$ cat src/rtl/ser3w_pkg.sv
package ser3w_pkg;
  parameter int WORD_W    = 24;
  parameter int ADDR_W    = 2;
  parameter int ADDR_X_W  = 3;
  parameter int PAY_W     = WORD_W - ADDR_W;
  parameter int NMAIN_W   = 16;
  parameter int NF_W      = 3;
  parameter int CP_W      = 2;
  parameter int FDAC_W    = 8;
  parameter int NREF_W    = 10;
  parameter int RSEL_W    = 2;
  parameter int NAUX_W    = 14;
  parameter int LDS_W     = 2;
  parameter int PC_W      = 8;
  parameter int MSEL_W    = 2;

  localparam logic [ADDR_W-1:0]   ADDR_A = 2'b00;
  localparam logic [ADDR_W-1:0]   ADDR_B = 2'b01;
  localparam logic [ADDR_W-1:0]   ADDR_C = 2'b10;
  localparam logic [ADDR_X_W-1:0] ADDR_D = 3'b110;

  typedef struct packed {
    logic a;
    logic b;
    logic c;
    logic d;
  } load_vec_t;

  typedef struct packed {
    logic               fmod;
    logic [NF_W-1:0]    nf;
    logic [NMAIN_W-1:0] nmain;
    logic [CP_W-1:0]    cp;
  } a_word_t;

  typedef struct packed {
    logic [FDAC_W-1:0] fdac;
    logic [NREF_W-1:0] nref;
    logic [RSEL_W-1:0] rsel_main;
    logic [RSEL_W-1:0] rsel_aux;
  } b_word_t;

  typedef struct packed {
    logic [NAUX_W-1:0] naux;
    logic [LDS_W-1:0]  lock_sel;
    logic              pwr_main;
    logic              pwr_aux;
    logic [3:0]        spare;
  } c_word_t;

  typedef struct packed {
    logic [PC_W-1:0]   pc;
    logic [MSEL_W-1:0] msel;
    logic              offset_en;
    logic              tx_mode;
    logic              dig_mode;
    logic              lo_buf_en;
    logic              rclk_buf_en;
    logic [5:0]        spare;
  } d_word_t;
endpackage

$ cat src/rtl/ser3w_shifter.sv
module ser3w_shifter #(
  parameter int WORD_W = 24
) (
  input  logic              clk,
  input  logic              rst,
  input  logic              ser_clk,
  input  logic              ser_data,
  input  logic              ser_strobe,
  output logic [WORD_W-1:0] shreg
);
  logic sclk_q;
  logic shift_en;

  assign shift_en = ser_clk & ~sclk_q & ~ser_strobe;

  always_ff @(posedge clk) begin
    if (rst) begin
      sclk_q <= 1'b0;
      shreg  <= '0;
    end else begin
      sclk_q <= ser_clk;
      if (shift_en) shreg <= {shreg[WORD_W-2:0], ser_data};
    end
  end

  // a high strobe freezes the shift register
  assert_hold_R1: assert property (@(posedge clk) disable iff (rst)
    ser_strobe |=> $stable(shreg));
endmodule

$ cat src/rtl/ser3w_load_ctrl.sv
module ser3w_load_ctrl
  import ser3w_pkg::*;
#(
  parameter int W = WORD_W
) (
  input  logic         clk,
  input  logic         rst,
  input  logic         ser_strobe,
  input  logic [W-1:0] shreg,
  output load_vec_t    ld
);
  logic armed;
  logic fire;
  logic [ADDR_W-1:0]   addr2;
  logic [ADDR_X_W-1:0] addr3;

  assign fire  = ser_strobe & armed;
  assign addr2 = shreg[W-1 -: ADDR_W];
  assign addr3 = shreg[W-1 -: ADDR_X_W];

  // one-shot: re-armed only by a low strobe, spent by the first high cycle
  always_ff @(posedge clk) begin
    if (rst) armed <= 1'b0;
    else     armed <= ~ser_strobe;
  end

  always_comb begin
    ld   = '0;
    ld.a = fire && (addr2 == ADDR_A);
    ld.b = fire && (addr2 == ADDR_B);
    ld.c = fire && (addr2 == ADDR_C);
    ld.d = fire && (addr3 == ADDR_D);
  end

  // at most one target per load
  assert_onehot_R2: assert property (@(posedge clk) disable iff (rst)
    $onehot0(ld));
  // a load is never followed directly by another
  assert_one_load_R7: assert property (@(posedge clk) disable iff (rst)
    (ld != '0) |=> (ld == '0));
endmodule

$ cat src/rtl/ser3w_reg_bank.sv
module ser3w_reg_bank
  import ser3w_pkg::*;
#(
  parameter int PW = PAY_W
) (
  input  logic          clk,
  input  logic          rst,
  input  logic          ser_strobe,
  input  logic          div_tc,
  input  load_vec_t     ld,
  input  logic [PW-1:0] payload,
  output a_word_t       a_work,
  output logic [FDAC_W-1:0] fdac_work,
  output b_word_t       b_work,
  output c_word_t       c_work,
  output d_word_t       d_work,
  output logic          speedup,
  output logic          pend
);
  a_word_t           a_pend;
  logic [FDAC_W-1:0] fdac_tmp;
  logic              commit;
  b_word_t           b_in;

  assign commit = pend & div_tc;
  assign b_in   = b_word_t'(payload);

  always_ff @(posedge clk) begin
    if (rst) begin
      a_pend    <= '0;
      a_work    <= '0;
      fdac_tmp  <= '0;
      fdac_work <= '0;
      b_work    <= '0;
      c_work    <= '0;
      d_work    <= '0;
      pend      <= 1'b0;
      speedup   <= 1'b0;
    end else begin
      if (ld.a) a_pend <= a_word_t'(payload);
      if (ld.b) begin
        fdac_tmp <= b_in.fdac;
        b_work   <= b_in;
      end
      if (ld.c) c_work <= c_word_t'(payload);
      if (ld.d) d_work <= d_word_t'(payload[PW-2:0]);
      if (commit) begin
        a_work    <= a_pend;
        fdac_work <= fdac_tmp;
      end
      pend    <= ld.a | (pend & ~div_tc);
      speedup <= ser_strobe & (speedup | commit);
    end
  end

  // the DAC output moves only on a commit
  assert_fdac_hold_R4: assert property (@(posedge clk) disable iff (rst)
    !(pend && div_tc) |=> $stable(fdac_work));
  // a terminal count retires the pending word unless a new one arrives
  assert_commit_R5: assert property (@(posedge clk) disable iff (rst)
    (pend && div_tc && !ld.a) |=> !pend);
  // speed-up never outlives the strobe
  assert_speedup_drop_R6: assert property (@(posedge clk) disable iff (rst)
    !ser_strobe |=> !speedup);
endmodule

$ cat src/rtl/ser3w_loader.sv
module ser3w_loader
  import ser3w_pkg::*;
(
  input  logic               clk,
  input  logic               rst,
  input  logic               ser_clk,
  input  logic               ser_data,
  input  logic               ser_strobe,
  input  logic               div_tc,
  output logic               main_fmod,
  output logic [NF_W-1:0]    main_nf,
  output logic [NMAIN_W-1:0] main_nmain,
  output logic [CP_W-1:0]    main_cp,
  output logic [FDAC_W-1:0]  main_fdac,
  output logic [NREF_W-1:0]  ref_div,
  output logic [RSEL_W-1:0]  ref_sel_main,
  output logic [RSEL_W-1:0]  ref_sel_aux,
  output logic [NAUX_W-1:0]  aux_div,
  output logic [LDS_W-1:0]   lock_sel,
  output logic               pwr_main,
  output logic               pwr_aux,
  output logic [PC_W-1:0]    pwr_ctrl,
  output logic [MSEL_W-1:0]  offset_msel,
  output logic               offset_en,
  output logic               tx_mode,
  output logic               dig_mode,
  output logic               lo_buf_en,
  output logic               rclk_buf_en,
  output logic               speedup,
  output logic               a_pending
);
  logic [WORD_W-1:0] shreg;
  load_vec_t         ld;
  a_word_t           a_work;
  b_word_t           b_work;
  c_word_t           c_work;
  d_word_t           d_work;

  ser3w_shifter #(.WORD_W(WORD_W)) u_shift (
    .clk(clk), .rst(rst), .ser_clk(ser_clk), .ser_data(ser_data),
    .ser_strobe(ser_strobe), .shreg(shreg)
  );

  ser3w_load_ctrl #(.W(WORD_W)) u_ctrl (
    .clk(clk), .rst(rst), .ser_strobe(ser_strobe), .shreg(shreg), .ld(ld)
  );

  ser3w_reg_bank #(.PW(PAY_W)) u_regs (
    .clk(clk), .rst(rst), .ser_strobe(ser_strobe), .div_tc(div_tc),
    .ld(ld), .payload(shreg[PAY_W-1:0]),
    .a_work(a_work), .fdac_work(main_fdac), .b_work(b_work),
    .c_work(c_work), .d_work(d_work), .speedup(speedup), .pend(a_pending)
  );

  assign main_fmod    = a_work.fmod;
  assign main_nf      = a_work.nf;
  assign main_nmain   = a_work.nmain;
  assign main_cp      = a_work.cp;
  assign ref_div      = b_work.nref;
  assign ref_sel_main = b_work.rsel_main;
  assign ref_sel_aux  = b_work.rsel_aux;
  assign aux_div      = c_work.naux;
  assign lock_sel     = c_work.lock_sel;
  assign pwr_main     = c_work.pwr_main;
  assign pwr_aux      = c_work.pwr_aux;
  assign pwr_ctrl     = d_work.pc;
  assign offset_msel  = d_work.msel;
  assign offset_en    = d_work.offset_en;
  assign tx_mode      = d_work.tx_mode;
  assign dig_mode     = d_work.dig_mode;
  assign lo_buf_en    = d_work.lo_buf_en;
  assign rclk_buf_en  = d_work.rclk_buf_en;
endmodule

$ cat config.mk
export PLATFORM = sky130hd
export DESIGN_NAME = ser3w_loader
export DESIGN_NICKNAME = d
export VERILOG_FILES = /design/src/rtl/ser3w_pkg.sv /design/src/rtl/ser3w_shifter.sv /design/src/rtl/ser3w_load_ctrl.sv /design/src/rtl/ser3w_reg_bank.sv /design/src/rtl/ser3w_loader.sv
export SDC_FILE = /design/constraint.sdc
export NUM_CORES = 1
export LEC_CHECK = 0
export ABC_AREA = 1
export BUFFER_PORTS_ARGS = -buffer_cell sky130_fd_sc_hd__clkbuf_2
export CORE_ASPECT_RATIO = 0.6
export CORE_MARGIN = 8
export CORE_UTILIZATION = 50
export DETAILED_ROUTE_END_ITERATION = 6
export PLACE_DENSITY = 0.73
export SETUP_SLACK_MARGIN = 0.15
export SLEW_MARGIN = 20
export SYNTH_ARGS = -nofsm -noshare
export SYNTH_HDL_FRONTEND = slang
export SYNTH_HIERARCHICAL = 1
export SYNTH_SLANG_ARGS = --single-unit
$ cat constraint.sdc
create_clock -name clk -period 1.6 [get_ports clk]
set_clock_uncertainty 0.1 [all_clocks]
set_input_delay 0.08 -clock clk [delete_from_list [all_inputs] [get_ports clk]]
set_output_delay 0.08 -clock clk [all_outputs]
set_load 0.02 [all_outputs]
; Word level (Yosys, flattened, before mapping)
; Index checks and enable logic that the tools add are counted.
[classes]
eq_ne = 3
bitwise = 11
n_reduce_logical = 5
[op_table]
columns = cell, n
row1 = $and A1 B1 Y1, 6
row2 = $logic_and A1 B1 Y1, 4
row3 = $eq A3 B3 Y1 const B, 1
row4 = $not A1 Y1, 3
row5 = $eq A2 B1 Y1 const B, 1
row6 = $eq A2 B2 Y1 const B, 1
row7 = $logic_not A2 Y1, 1
row8 = $or A1 B1 Y1, 2
[totals]
register_bits = 135
input_bits = 6
output_inout_bits = 79
word_cells = 48

; Longest topological paths before layout
[depth]
ltp_word = 3
ltp_mapped = 7
depth_no_buf = 6

; By module
; Netlist, hierarchy kept.
[modules_own_cells]
columns = module, instances, cells_per_inst, area_per_inst_um2, seq_area_each_um2
row1 = ser3w_reg_bank, 1, 576, 4383.0, 2382.3
row2 = ser3w_shifter, 1, 158, 1033.5, 500.5
row3 = ser3w_load_ctrl, 1, 14, 70.1, 20.0

; Worst setup path before layout
; No wires, ideal clock.
[synth_path]
path_type = reg-to-reg
start = register u_shift.shreg[22]
end = register u_regs/b_work[3] (netlist name)
setup_time_ns = 0.116
arrival_time_ns = 0.997
required_time_ns = 1.384
setup_slack_ns = 0.387
path_stages_with_launch = 7
path_buffers = 1
period_less_slack_ns = 1.213
path_cell_list = dfxtp_1 -> nand2_1 -> nor2_1 -> inv_1 -> buf_2 -> nor2_1 -> nor2_1
[synth_rtl]
columns = element, line_no
row1 = start: declaration, ser3w_shifter.sv:9  ; output logic [WORD_W-1:0] shreg
row2 = start signal: assignment, ser3w_shifter.sv:22  ; if (shift_en) shreg <= {shreg[WORD_W-2:0], ser_data};

==> results.sh <==
export IMPL_insertion_delay_ns=0.42
export IMPL_grt_pass1_vias=4350
export IMPL_die_w_um=147.2
export IMPL_reg2reg_slack_ns=0.30
export IMPL_critPathArrivalTime_ns=1.58
export IMPL_cts_root_buf="clkbuf_16"
export IMPL_cts_tree="done"
export IMPL_outcome="completed"
export IMPL_cts_sinks=135
export IMPL_internal_power_mw=6.342
export IMPL_rows=28
export IMPL_p_comb_frac=0.053
export IMPL_holdWs_ns=0.3440
export IMPL_setup_viol=0
export IMPL_reg2reg_depth=6
export IMPL_p_switching_mw=1.845
export IMPL_hold_violations=0
export IMPL_core_area_sq_um=9950
export IMPL_total_power_mw=8.187
export IMPL_firstDrtPassIters=7
export IMPL_syn_area_sq_um=5161
export IMPL_synth_nets=714
export IMPL_h_tree_depth=4
export IMPL_maxSlewViolCount=0
export IMPL_globalRouteOverflowTotal=0
export IMPL_syn_area_per_cell_sq_um=7.290
export IMPL_cap_viol_max_count=0
export IMPL_crit_path_start="ser_strobe"
export IMPL_portBuffers=84
export IMPL_cts_max_path_buffers=2
export IMPL_vias_per_cell=4.850
export IMPL_hp_class="reg -> reg"
export IMPL_place_ws_ns=0.2475
export IMPL_vias=4549
export IMPL_grt_start_max_net_pins=62
export IMPL_crit_fanout=10
export IMPL_rsz0062_at_grt="yes"
export IMPL_drt_total_wl_um=12620
export IMPL_layout_min_cycle_time_ns=1.376
export IMPL_track_usage=0.1854
export IMPL_drt_wirelength_per_cell_um=13.45
export IMPL_setup_ws_ns=0.2241
export IMPL_rr_startpoint="u_shift/shreg[23]$_SDFFE_PP0P_"
export IMPL_diodes=0
export IMPL_crit_end="u_regs/c_work[12]$_SDFFE_PP0P_"
export IMPL_clk_pin_slew_ns=0.06
export IMPL_p_seq_frac=0.437
export IMPL_fp_dieH_um=94.70
export IMPL_synthCells=708
export IMPL_ios=85
export IMPL_initial_utilization=0.5187
export IMPL_drcViolationCount=0
export IMPL_p_leak_nw=3.428
export IMPL_startpoint_type="primary input"
export IMPL_nets=796
export IMPL_r2r_end="u_regs/c_work[12]$_SDFFE_PP0P_"
export IMPL_crit_type="in -> reg"
export IMPL_area_delta_synth_final_pct=22.76
export IMPL_netSwitchingFraction=0.2253
export IMPL_synth_warnings=6
export IMPL_relSlewSlack=0.7305
export IMPL_power_ir_vdd_worst_mv=0.9271
export IMPL_final_util=0.6368
export IMPL_antenna_found_initial=0
export IMPL_globalplace_congestion=0.7821
export IMPL_antenna_left=0
export IMPL_cts_buffers=17
export IMPL_layout_drive_gt1_share=0.2080
export IMPL_finalSetupTns_ns=0
export IMPL_max_clock_freq_mhz=726.8
export IMPL_p_per_area_nw_per_um2=1292
export IMPL_drt_iter0_drc=367
export IMPL_cp_end_kind="flip-flop"
export IMPL_worst_pin_slew_ns=0.4038
export IMPL_pwr_share_clk=0.510
export IMPL_hpwl_um=8302
export IMPL_dieArea_sq_um=13940
export IMPL_finalCritPeriodShare=0.8599
export IMPL_grt_first_pass_wirelength_um=20980
export IMPL_crit_required_ns=1.81
-- what timing repair did --
item	in CTS	in global routing
hold buffers	7	0
gates resized for setup	0	12
endpoints found under the hold margin	5	0
buffers inserted	0	2
setup endpoints to repair	0	58
-- how the worst min path moves through the flow --
stage	end	cells after the start	startpoint
final	u_regs/speedup$_SDFF_PP0_	2	u_regs/speedup$_SDFF_PP0_
after global routing	u_shift/shreg[0]$_SDFFE_PP0P_	4	ser_data
after CTS	u_regs/speedup$_SDFF_PP0_	2	u_regs/speedup$_SDFF_PP0_
after detailed placement	u_shift/sclk_q$_SDFF_PP0_	3	ser_clk
after global placement	u_shift/sclk_q$_SDFF_PP0_	3	ser_clk
after floorplan	u_ctrl/armed$_SDFF_PP0_	1	rst
-- stage by stage --
step           cells  cell area [sq um]
2_1_floorplan    708               5161
4_1_cts          936               6291
5_1_grt          938               6336
3_3_place_gp     897               5580
6_report         938               6336
3_5_place_dp     897               5580
-- cells in the final DEF, fill, tap and decap left out --
cell,instances
a21oi_1,2
buf_12,2
buf_4,10
buf_6,1
bufinv_16,4
clkbuf_16,17
clkbuf_2,84
clkbuf_8,3
clkinv_2,3
clkinv_4,1
clkinvlp_4,5
dfxtp_1,134
dfxtp_2,1
dlygate4sd3_1,7
inv_1,63
inv_2,2
inv_4,1
inv_6,1
nand2_1,104
nand2_2,10
nand2_8,1
nand3_1,1
nand3_2,1
nor2_1,248
nor2_2,20
o21ai_0,77
-- registers in the layout, indices dropped and copies added (netlist names) --
signal,cells
u_regs/pend,1
u_regs/c_work,18
u_regs/a_pend,22
u_regs/speedup,1
u_regs/b_work,14
u_regs/fdac_work,8
u_regs/fdac_tmp,8
u_shift/shreg,24
u_regs/a_work,22
u_regs/d_work,15
u_shift/sclk_q,1
u_ctrl/armed,1
-- worst max-delay path, stage by stage --
cell and delay (ns):
dlygate4sd3_1 0.52, clkbuf_2 0.20, nand3_1 0.15, nor2_2 0.17, clkinvlp_4 0.11, buf_4 0.17
nor2_1 0.11, nor2_1 0.06
-- per-layer routing --
layer | part of all wire | GRT usage | vias to the layer above
met4 | 0.0061 | 0.04726 | 0
met3 | 0.075 | 0.07116 | 11
met2 | 0.47 | 0.3100 | 152
li1 | - | - | 2294
met1 | 0.45 | 0.2231 | 2092
met5 | 0 | 0 | -
-- power groups by stage --
stage                     Combinational, mW  Clock (mW)  Sequential [mW]
final                                 0.437        4.17             3.58
after global routing                  0.489        4.42             3.59
after CTS                             0.431        4.22             3.57
after detailed placement              0.410           0             3.64
after global placement                0.395           0             3.64
after floorplan                       0.284           0             3.65
-- layout make-up --
type / count / area (sq um)
Inverter: 68 / 266.5
Sequential cell: 135 / 2704
Multi-Input combinational cell: 464 / 1939
Clock inverter: 12 / 173.9
Fill cell: 849 / 3613
Tap cell: 135 / 168.9
Clock buffer: 20 / 466.7
Timing Repair Buffer: 104 / 616.8
No activity file was read; power rests on OpenSTA's default activity.
